<file path="src/rtl/kwd_pkg.sv">
package kwd_pkg;
    localparam int DATA_W = 32;
    localparam logic [31:0] UNLOCK_KEY = 32'h1ACCE551;

    localparam int IDX_LOAD = 0;
    localparam int IDX_CUR  = 1;
    localparam int IDX_CTRL = 2;
    localparam int IDX_SVC  = 3;
    localparam int IDX_LOCK = 4;
    localparam int IDX_STAT = 5;

    localparam int STAT_ERR_BIT = 3;

    typedef enum logic [1:0] {
        CMT_LOAD = 2'd0,
        CMT_CTRL = 2'd1,
        CMT_SVC  = 2'd2
    } cmt_kind_e;

    typedef enum logic {
        ST_IDLE   = 1'b0,
        ST_COMMIT = 1'b1
    } cmt_state_e;
endpackage

</file>
<file path="src/rtl/kwd_commit_fsm.sv">
module kwd_commit_fsm
    import kwd_pkg::*;
#(
    parameter int COMMIT_CYCLES = 4
) (
    input  logic              clk,
    input  logic              rst_n,
    input  logic              start,
    input  cmt_kind_e         start_kind,
    input  logic [DATA_W-1:0] start_data,
    output logic              apply,
    output cmt_kind_e         apply_kind,
    output logic [DATA_W-1:0] apply_data,
    output logic              busy_any,
    output logic              busy_load,
    output logic              busy_ctrl
);
    localparam int CNT_W = (COMMIT_CYCLES > 1) ? $clog2(COMMIT_CYCLES) : 1;
    localparam int LEN_W = $clog2(COMMIT_CYCLES + 2);

    cmt_state_e        state_q, state_d;
    logic [CNT_W-1:0]  cnt_q;
    cmt_kind_e         kind_q;
    logic [DATA_W-1:0] data_q;

    // state register
    always_ff @(posedge clk or negedge rst_n) begin
        if (!rst_n) state_q <= ST_IDLE;
        else        state_q <= state_d;
    end

    // next state
    always_comb begin
        state_d = state_q;
        unique case (state_q)
            ST_IDLE:   if (start) state_d = ST_COMMIT;
            ST_COMMIT: if (cnt_q == '0) state_d = ST_IDLE;
            default:   state_d = ST_IDLE;
        endcase
    end

    // pending write and cycle counter
    always_ff @(posedge clk or negedge rst_n) begin
        if (!rst_n) begin
            cnt_q  <= '0;
            kind_q <= CMT_LOAD;
            data_q <= '0;
        end else if (state_q == ST_IDLE && start) begin
            cnt_q  <= CNT_W'(COMMIT_CYCLES - 1);
            kind_q <= start_kind;
            data_q <= start_data;
        end else if (state_q == ST_COMMIT && cnt_q != '0) begin
            cnt_q <= cnt_q - 1'b1;
        end
    end

    // outputs
    always_comb begin
        busy_any   = 1'b0;
        apply      = 1'b0;
        unique case (state_q)
            ST_IDLE:   busy_any = 1'b0;
            ST_COMMIT: begin
                busy_any = 1'b1;
                apply    = (cnt_q == '0);
            end
            default:   busy_any = 1'b0;
        endcase
        busy_load  = busy_any && (kind_q == CMT_LOAD);
        busy_ctrl  = busy_any && (kind_q == CMT_CTRL);
        apply_kind = kind_q;
        apply_data = data_q;
    end

    // busy window length, observed independently of the down-counter
    logic [LEN_W-1:0] busy_len_q;
    always_ff @(posedge clk or negedge rst_n) begin
        if (!rst_n)        busy_len_q <= '0;
        else if (busy_any) busy_len_q <= busy_len_q + 1'b1;
        else               busy_len_q <= '0;
    end

    assert_busy_start_R3: assert property (@(posedge clk) disable iff (!rst_n)
        (start && !busy_any) |=> busy_any);
    assert_release_R3: assert property (@(posedge clk) disable iff (!rst_n)
        apply |=> !busy_any);
    assert_window_len_R3: assert property (@(posedge clk) disable iff (!rst_n)
        apply |-> (busy_len_q == LEN_W'(COMMIT_CYCLES - 1)));
    assert_kind_flags_R3: assert property (@(posedge clk) disable iff (!rst_n)
        $onehot0({busy_load, busy_ctrl}));
    assert_no_restart_R10: assert property (@(posedge clk) disable iff (!rst_n)
        busy_any |-> !start);
endmodule

</file>
<file path="src/rtl/kwd_counter.sv">
module kwd_counter
    import kwd_pkg::*;
#(
    parameter logic [DATA_W-1:0] RESET_LOAD = '1
) (
    input  logic              clk,
    input  logic              rst_n,
    input  logic              apply,
    input  cmt_kind_e         apply_kind,
    input  logic [DATA_W-1:0] apply_data,
    output logic [DATA_W-1:0] load_q,
    output logic [DATA_W-1:0] cur_q,
    output logic              en_q,
    output logic              rst_req
);
    always_ff @(posedge clk or negedge rst_n) begin
        if (!rst_n) begin
            load_q  <= RESET_LOAD;
            cur_q   <= RESET_LOAD;
            en_q    <= 1'b0;
            rst_req <= 1'b0;
        end else begin
            rst_req <= 1'b0;
            if (apply) begin
                unique case (apply_kind)
                    CMT_LOAD: begin
                        load_q <= apply_data;
                        cur_q  <= apply_data;
                    end
                    CMT_CTRL: en_q  <= apply_data[0];
                    CMT_SVC:  cur_q <= load_q;
                    default:  ;
                endcase
            end else if (en_q) begin
                if (cur_q == '0) begin
                    rst_req <= 1'b1;
                    cur_q   <= load_q;
                end else begin
                    cur_q <= cur_q - 1'b1;
                end
            end
        end
    end

    assert_hold_R5: assert property (@(posedge clk) disable iff (!rst_n)
        (!en_q && !apply) |=> $stable(cur_q));
    assert_step_R5: assert property (@(posedge clk) disable iff (!rst_n)
        (en_q && !apply && cur_q != '0) |=> (cur_q == $past(cur_q) - 1'b1) && !rst_req);
    assert_expire_R6: assert property (@(posedge clk) disable iff (!rst_n)
        (en_q && !apply && cur_q == '0) |=> (rst_req && cur_q == $past(load_q)));
    assert_service_R7: assert property (@(posedge clk) disable iff (!rst_n)
        (apply && apply_kind == CMT_SVC) |=> (cur_q == $past(load_q)));
endmodule

</file>
<file path="src/rtl/kwd_regif.sv">
module kwd_regif
    import kwd_pkg::*;
#(
    parameter int ADDR_W = 5
) (
    input  logic              clk,
    input  logic              rst_n,
    input  logic              wr_en,
    input  logic [ADDR_W-1:0] addr,
    input  logic [DATA_W-1:0] wdata,
    input  logic [DATA_W-1:0] load_q,
    input  logic [DATA_W-1:0] cur_q,
    input  logic              en_q,
    input  logic              busy_any,
    input  logic              busy_load,
    input  logic              busy_ctrl,
    output logic              start,
    output cmt_kind_e         start_kind,
    output logic              locked,
    output logic [DATA_W-1:0] rdata
);
    localparam int IDX_W = ADDR_W - 2;

    logic [IDX_W-1:0] widx;
    logic aligned, hit_load, hit_cur, hit_ctrl, hit_svc, hit_lock, hit_stat;
    logic timer_wr, lock_wr, stat_wr;
    logic locked_q, err_q;

    assign widx     = addr[ADDR_W-1:2];
    assign aligned  = (addr[1:0] == 2'b00);
    assign hit_load = (widx == IDX_W'(IDX_LOAD));
    assign hit_cur  = (widx == IDX_W'(IDX_CUR));
    assign hit_ctrl = (widx == IDX_W'(IDX_CTRL));
    assign hit_svc  = (widx == IDX_W'(IDX_SVC));
    assign hit_lock = (widx == IDX_W'(IDX_LOCK));
    assign hit_stat = (widx == IDX_W'(IDX_STAT));

    assign timer_wr = wr_en && aligned && (hit_load || hit_ctrl || hit_svc);
    assign lock_wr  = wr_en && aligned && hit_lock;
    assign stat_wr  = wr_en && aligned && hit_stat;

    assign start      = timer_wr && !locked_q && !busy_any;
    assign start_kind = hit_ctrl ? CMT_CTRL : (hit_svc ? CMT_SVC : CMT_LOAD);
    assign locked     = locked_q;

    always_ff @(posedge clk or negedge rst_n) begin
        if (!rst_n)       locked_q <= 1'b0;
        else if (lock_wr) locked_q <= (wdata != UNLOCK_KEY);
    end

    always_ff @(posedge clk or negedge rst_n) begin
        if (!rst_n)                                 err_q <= 1'b0;
        else if (timer_wr && !locked_q && busy_any) err_q <= 1'b1;
        else if (stat_wr && wdata[STAT_ERR_BIT])    err_q <= 1'b0;
    end

    always_comb begin
        rdata = '0;
        if (aligned) begin
            if (hit_load)      rdata = load_q;
            else if (hit_cur)  rdata = cur_q;
            else if (hit_ctrl) rdata[0] = en_q;
            else if (hit_lock) rdata[0] = locked_q;
            else if (hit_stat) rdata[3:0] = {err_q, busy_ctrl, busy_load, busy_any};
        end
    end

    assert_err_cause_R10: assert property (@(posedge clk) disable iff (!rst_n)
        $rose(err_q) |-> $past(busy_any));
    assert_locked_no_err_R9: assert property (@(posedge clk) disable iff (!rst_n)
        (locked_q && timer_wr && !err_q) |=> !err_q);
    assert_key_opens_R8: assert property (@(posedge clk) disable iff (!rst_n)
        (lock_wr && wdata == UNLOCK_KEY) |=> !locked_q);
    assert_err_sticky_R11: assert property (@(posedge clk) disable iff (!rst_n)
        (err_q && !(stat_wr && wdata[STAT_ERR_BIT])) |=> err_q);
endmodule

</file>
<file path="src/rtl/keyguard_wdt.sv">
module keyguard_wdt
    import kwd_pkg::*;
#(
    parameter int                ADDR_W        = 5,
    parameter int                COMMIT_CYCLES = 4,
    parameter logic [DATA_W-1:0] RESET_LOAD    = '1
) (
    input  logic              clk,
    input  logic              rst_n,
    input  logic              wr_en,
    input  logic [ADDR_W-1:0] addr,
    input  logic [DATA_W-1:0] wdata,
    output logic [DATA_W-1:0] rdata,
    output logic              wdog_rst_req
);
    logic              start, apply, busy_any, busy_load, busy_ctrl, en_q, locked;
    cmt_kind_e         start_kind, apply_kind;
    logic [DATA_W-1:0] apply_data, load_q, cur_q;

    kwd_regif #(.ADDR_W(ADDR_W)) u_regif (
        .clk(clk), .rst_n(rst_n), .wr_en(wr_en), .addr(addr), .wdata(wdata),
        .load_q(load_q), .cur_q(cur_q), .en_q(en_q),
        .busy_any(busy_any), .busy_load(busy_load), .busy_ctrl(busy_ctrl),
        .start(start), .start_kind(start_kind), .locked(locked), .rdata(rdata)
    );

    kwd_commit_fsm #(.COMMIT_CYCLES(COMMIT_CYCLES)) u_commit (
        .clk(clk), .rst_n(rst_n), .start(start), .start_kind(start_kind),
        .start_data(wdata), .apply(apply), .apply_kind(apply_kind),
        .apply_data(apply_data), .busy_any(busy_any), .busy_load(busy_load),
        .busy_ctrl(busy_ctrl)
    );

    kwd_counter #(.RESET_LOAD(RESET_LOAD)) u_counter (
        .clk(clk), .rst_n(rst_n), .apply(apply), .apply_kind(apply_kind),
        .apply_data(apply_data), .load_q(load_q), .cur_q(cur_q), .en_q(en_q),
        .rst_req(wdog_rst_req)
    );

    assert_locked_idle_R9: assert property (@(posedge clk) disable iff (!rst_n)
        (wr_en && locked && !busy_any) |=> !busy_any);
    assert_pulse_enabled_R6: assert property (@(posedge clk) disable iff (!rst_n)
        wdog_rst_req |-> $past(en_q));
endmodule

</file>
<file path="config.mk">
export PLATFORM = sky130hd
export DESIGN_NAME = keyguard_wdt
export DESIGN_NICKNAME = d
export VERILOG_FILES = /design/src/rtl/kwd_pkg.sv /design/src/rtl/kwd_commit_fsm.sv /design/src/rtl/kwd_counter.sv /design/src/rtl/kwd_regif.sv /design/src/rtl/keyguard_wdt.sv
export SDC_FILE = /design/constraint.sdc
export NUM_CORES = 1
export LEC_CHECK = 0
export BUFFER_PORTS_ARGS = -buffer_cell sky130_fd_sc_hd__buf_2
export CAP_MARGIN = 20
export CELL_PAD_IN_SITES_DETAIL_PLACEMENT = 0
export CELL_PAD_IN_SITES_GLOBAL_PLACEMENT = 1
export CORE_ASPECT_RATIO = 2
export CORE_MARGIN = 1.5
export CORE_UTILIZATION = 46
export CTS_CLUSTER_DIAMETER = 80
export DETAILED_ROUTE_END_ITERATION = 16
export PLACE_DENSITY = 0.83
export REMOVE_ABC_BUFFERS = 1
export SLEW_MARGIN = 0
export SYNTH_ARGS = -nofsm -noshare
export SYNTH_HDL_FRONTEND = slang
export SYNTH_SLANG_ARGS = --single-unit
</file>
<file path="constraint.sdc">
create_clock -name clk -period 3.1 [get_ports clk]
set_input_delay 0.62 -clock clk [delete_from_list [all_inputs] [get_ports clk]]
set_output_delay 0.62 -clock clk [all_outputs]
set_load 0.02 [all_outputs]
</file>
==> results.py <==
metrics = {
    "sta": {
        "slew_violations": 0,
        "period_minus_slack_ns": 2.75,
        "rsz0062_at_grt": "no",
        "max_clock_freq_mhz": 364,
        "finalCritPeriodShare": 0.885,
        "tightestPinTransition_ns": 0.681,
        "fin_tns_setup_ns": 0,
        "hold_viol_final": 0,
        "fin_ws_ns": 0.355,
        "fin_skew_ns": 0.00822,
        "setup_viol": 0,
        "max-slew-margin-rel": 0.546,
    },
    "setup_path": {
        "critical_path_buf_inv_count": 2,
        "cp.required_ns": 3.37,
        "cpMaxStageDelayCell": "or4b_4",
        "start_kind": "register",
        "critPathCaptureType": "register",
        "critPathKind": "register to register",
        "crit_family": "simple AND/OR/NAND/NOR gates",
        "reg2regPathDepth": 8,
        "rrSetupSlack_ns": 0.35,
        "worstPathCellList": "inv_1, ha_1, or4b_1, or4b_4, or2_1, buf_4, and3_1, o31ai_2",
        "max_stage_delay_ns": 0.62,
        "path_max_fanout": 14,
        "arrival_ns": 3.02,
        "path_depth": 8,
    },
    "min_path": {
        "hp-class": "input pin to asynchronous set/reset pin",
    },
    "power": {
        "p_per_area_nw_per_um2": 707,
        "total_leakage_power_nw": 3.07,
        "max-vdd-ir-drop_mv": 0.385,
    },
    "logic_synthesis": {
        "synthArstFlopShare": 1.00,
        "yosysUniqueCellTypes": 75,
        "synth-warning-count": 0,
        "synthFlopType": "dfstp_2",
        "synthCells": 636,
        "yosysSeqAreaShare": 0.427,
        "synth_area_um2": 6350,
        "synth_seq_cells": 105,
        "synth_edf_count": 0,
        "syn_area_per_cell_um2": 9.98,
    },
    "cts": {
        "hold_buffers": 0,
        "clkLatencyLatePin_ns": 0.36,
        "clockBufferDepth": 2,
        "cts_buffers": 9,
        "cts_tree": "built",
        "root_buffer": "clkbuf_16",
        "cts_resized": 0,
        "cts.sinks": 105,
        "cts.reportedPaths.clkPinSlew_ns": 0.08,
        "h-tree-depth": 3,
        "post_cts_buffers": 0,
    },
    "routing": {
        "drtIter0Drc": 268,
        "vias_per_cell": 6.28,
        "firstDrtPassIters": 4,
        "routed_wl_mm": 18.5,
        "route.detailed.drc": 0,
        "via_count": 5347,
        "final_antenna_net_count": 0,
        "wl_per_cell_um": 21.7,
    },
    "floorplanning": {
        "core_area_um2": 13400,
        "die_x_um": 86.1,
        "die_h_um": 169,
        "dieArea_um2": 14600,
        "floorplan.initialDensity": 0.472,
        "boundaryPins": 73,
        "row_count": 60,
    },
    "global_route": {
        "grt_overflow": 0,
        "grt_max_degree": 50,
        "first_global_vias": 5575,
        "grt_pass1_wl_mm": 29.6,
        "antenna_found_initial": 1,
        "grtUsageTotal": 0.266,
    },
    "cells_and_area": {
        "syn_to_final_growth_pct": 13.4,
        "num_antenna_cells": 0,
        "drive_above_1_share": 0.286,
        "finalNetCount": 734,
        "post-route-util": 0.535,
    },
    "placed_design": {
        "io_buffers": 72,
        "hpwl_mm": 13.2,
        "place_ws_ns": 0.388,
        "gp_congestion": 0.930,
    },
    "flow_run": {
        "maxCapViolCount": 0,
    },
    "status": {
        "status": "complete, no violations",
    },
}
[cell usage after synthesis, types with 6 or more instances]
master    instances  area, um2
mux2i_1          36        360
nor3_1           21        105
o21ai_0           8       40.0
or4_1            11       82.6
clkbuf_1         36        135
mux2_2            8       90.1
buf_2            11       55.1
nor2_1           81        304
o31a_1            6       52.6
dfstp_2          64       1680
nand2_1          17       63.8
o21ai_1          23        115
dfrtp_1          41       1030
o31ai_1          10       75.1
mux2_1           61        687
a22oi_1          30        225
nand4_1           7       43.8
nor4_1            7       43.8
xnor2_1          10       87.6
o211ai_1          6       45.0
inv_1             9       33.8
nand3_1           6       30.0
a21oi_1          33        165
[kinds of logic (layout without fill, tap and decap cells)]
kind of cell    Yosys count  in the layout  share of synthesized area
mux                     105            105                      0.179
buf+inv                  62            122                     0.0424
flops                   105            105                      0.427
fa+ha+maj                 3              3                    0.00591
simple gates            192            192                      0.160
compound gates          156            156                      0.168
xor+xnor                 13             13                     0.0179
[routing by layer]
metal  global-route usage  wire, um  vias up
met1                0.291      6960     2677
met4                0.142       845        2
met5                    0         8        -
met3               0.0414       628       52
met2                0.481     10000      135
li1                     -         -     2481
[worst reg2reg max path, delay by kind of cell, from the launching register on]
kind / cells / cell delay (ns)
flip-flops: 1 / 0.39
AND/OR/NAND/NOR: 4 / 1.56
adder cells (fa/ha/maj): 1 / 0.16
AO/OA/AOI/OAI: 1 / 0.22
buffers and inverters: 2 / 0.33
[state kept, by name (all words and copies together) (netlist names)]
name	flops
u_commit.apply_data	32
u_counter.cur_q	32
u_counter.load_q	32
u_commit.apply_kind	2
u_commit.cnt_q	2
u_commit.state_q	1
u_counter.en_q	1
u_counter.rst_req	1
u_regif.err_q	1
u_regif.locked	1
[stage by stage]
step / cell area, um2 / cells / hold WS [ns] / power, mW
detailed placement: 6880 / 835 / 0.483 / 3.85
finish: 7200 / 851 / 0.288 / 5.09
global route: 7200 / 851 / 0.325 / 5.39
CTS: 7200 / 851 / 0.306 / 5.11
floorplan: 6120 / 584 / 0.324 / 3.24
global placement: 6880 / 835 / 0.486 / 3.79
[power by group]
| group | switching (mW) | internal [mW] | leakage (nW) |
|---|---|---|---|
| logic | 1.06 | 0.822 | 1.72 |
| clock network | 0.555 | 0.686 | 0.159 |
| registers | 0.293 | 1.67 | 1.19 |
[worst paths after layout]
check	from	to
setup / recovery	u_counter.cur_q[0]	u_counter.cur_q[7]
hold / removal	rst_n	u_commit.apply_data[7]
setup reg to reg	u_counter.cur_q[0]	u_counter.cur_q[7]
hold reg to reg	u_commit.apply_data[10]	u_commit.apply_data[10]
max in group asynchronous	rst_n	u_counter.load_q[28]
min in group clk	wdata[19]	u_commit.apply_data[19]
[area by class of cell]
class / count / area [um2]
fill: 1240 / 6240
sequential: 105 / 2710
timing repair buffer: 96 / 543
tap: 155 / 194
inverter: 10 / 37.5
clock buffer: 11 / 253
clock inverter: 5 / 67.6
multi-input combinational: 469 / 3390
[placed cells by master, fill, tap and decap left out, types with 3 or more instances in the layout]
| cell | n |
|---|---|
| nor2_1 | 79 |
| buf_2 | 71 |
| dfstp_2 | 64 |
| mux2_1 | 61 |
| dfrtp_1 | 41 |
| mux2i_1 | 36 |
| a21oi_1 | 33 |
| a22oi_1 | 30 |
| buf_4 | 25 |
| o21ai_1 | 23 |
| nor3_1 | 20 |
| nand2_1 | 17 |
| or4_1 | 11 |
| o31ai_1 | 10 |
| xnor2_1 | 10 |
| inv_1 | 9 |
| clkbuf_16 | 9 |
| o21ai_0 | 8 |
| mux2_2 | 8 |
| nor4_1 | 7 |
| nand4_1 | 7 |
| nand3_1 | 6 |
| o31a_1 | 6 |
| o211ai_1 | 6 |
| or3_1 | 5 |
| a31oi_1 | 4 |
| nor4bb_1 | 4 |
| or2_1 | 3 |
| a2111oi_0 | 3 |
| nor2b_1 | 3 |
| xor2_1 | 3 |
| o22ai_1 | 3 |
| ha_1 | 3 |
| inv_6 | 3 |
Note: power is estimated with default switching activity, not from simulation.
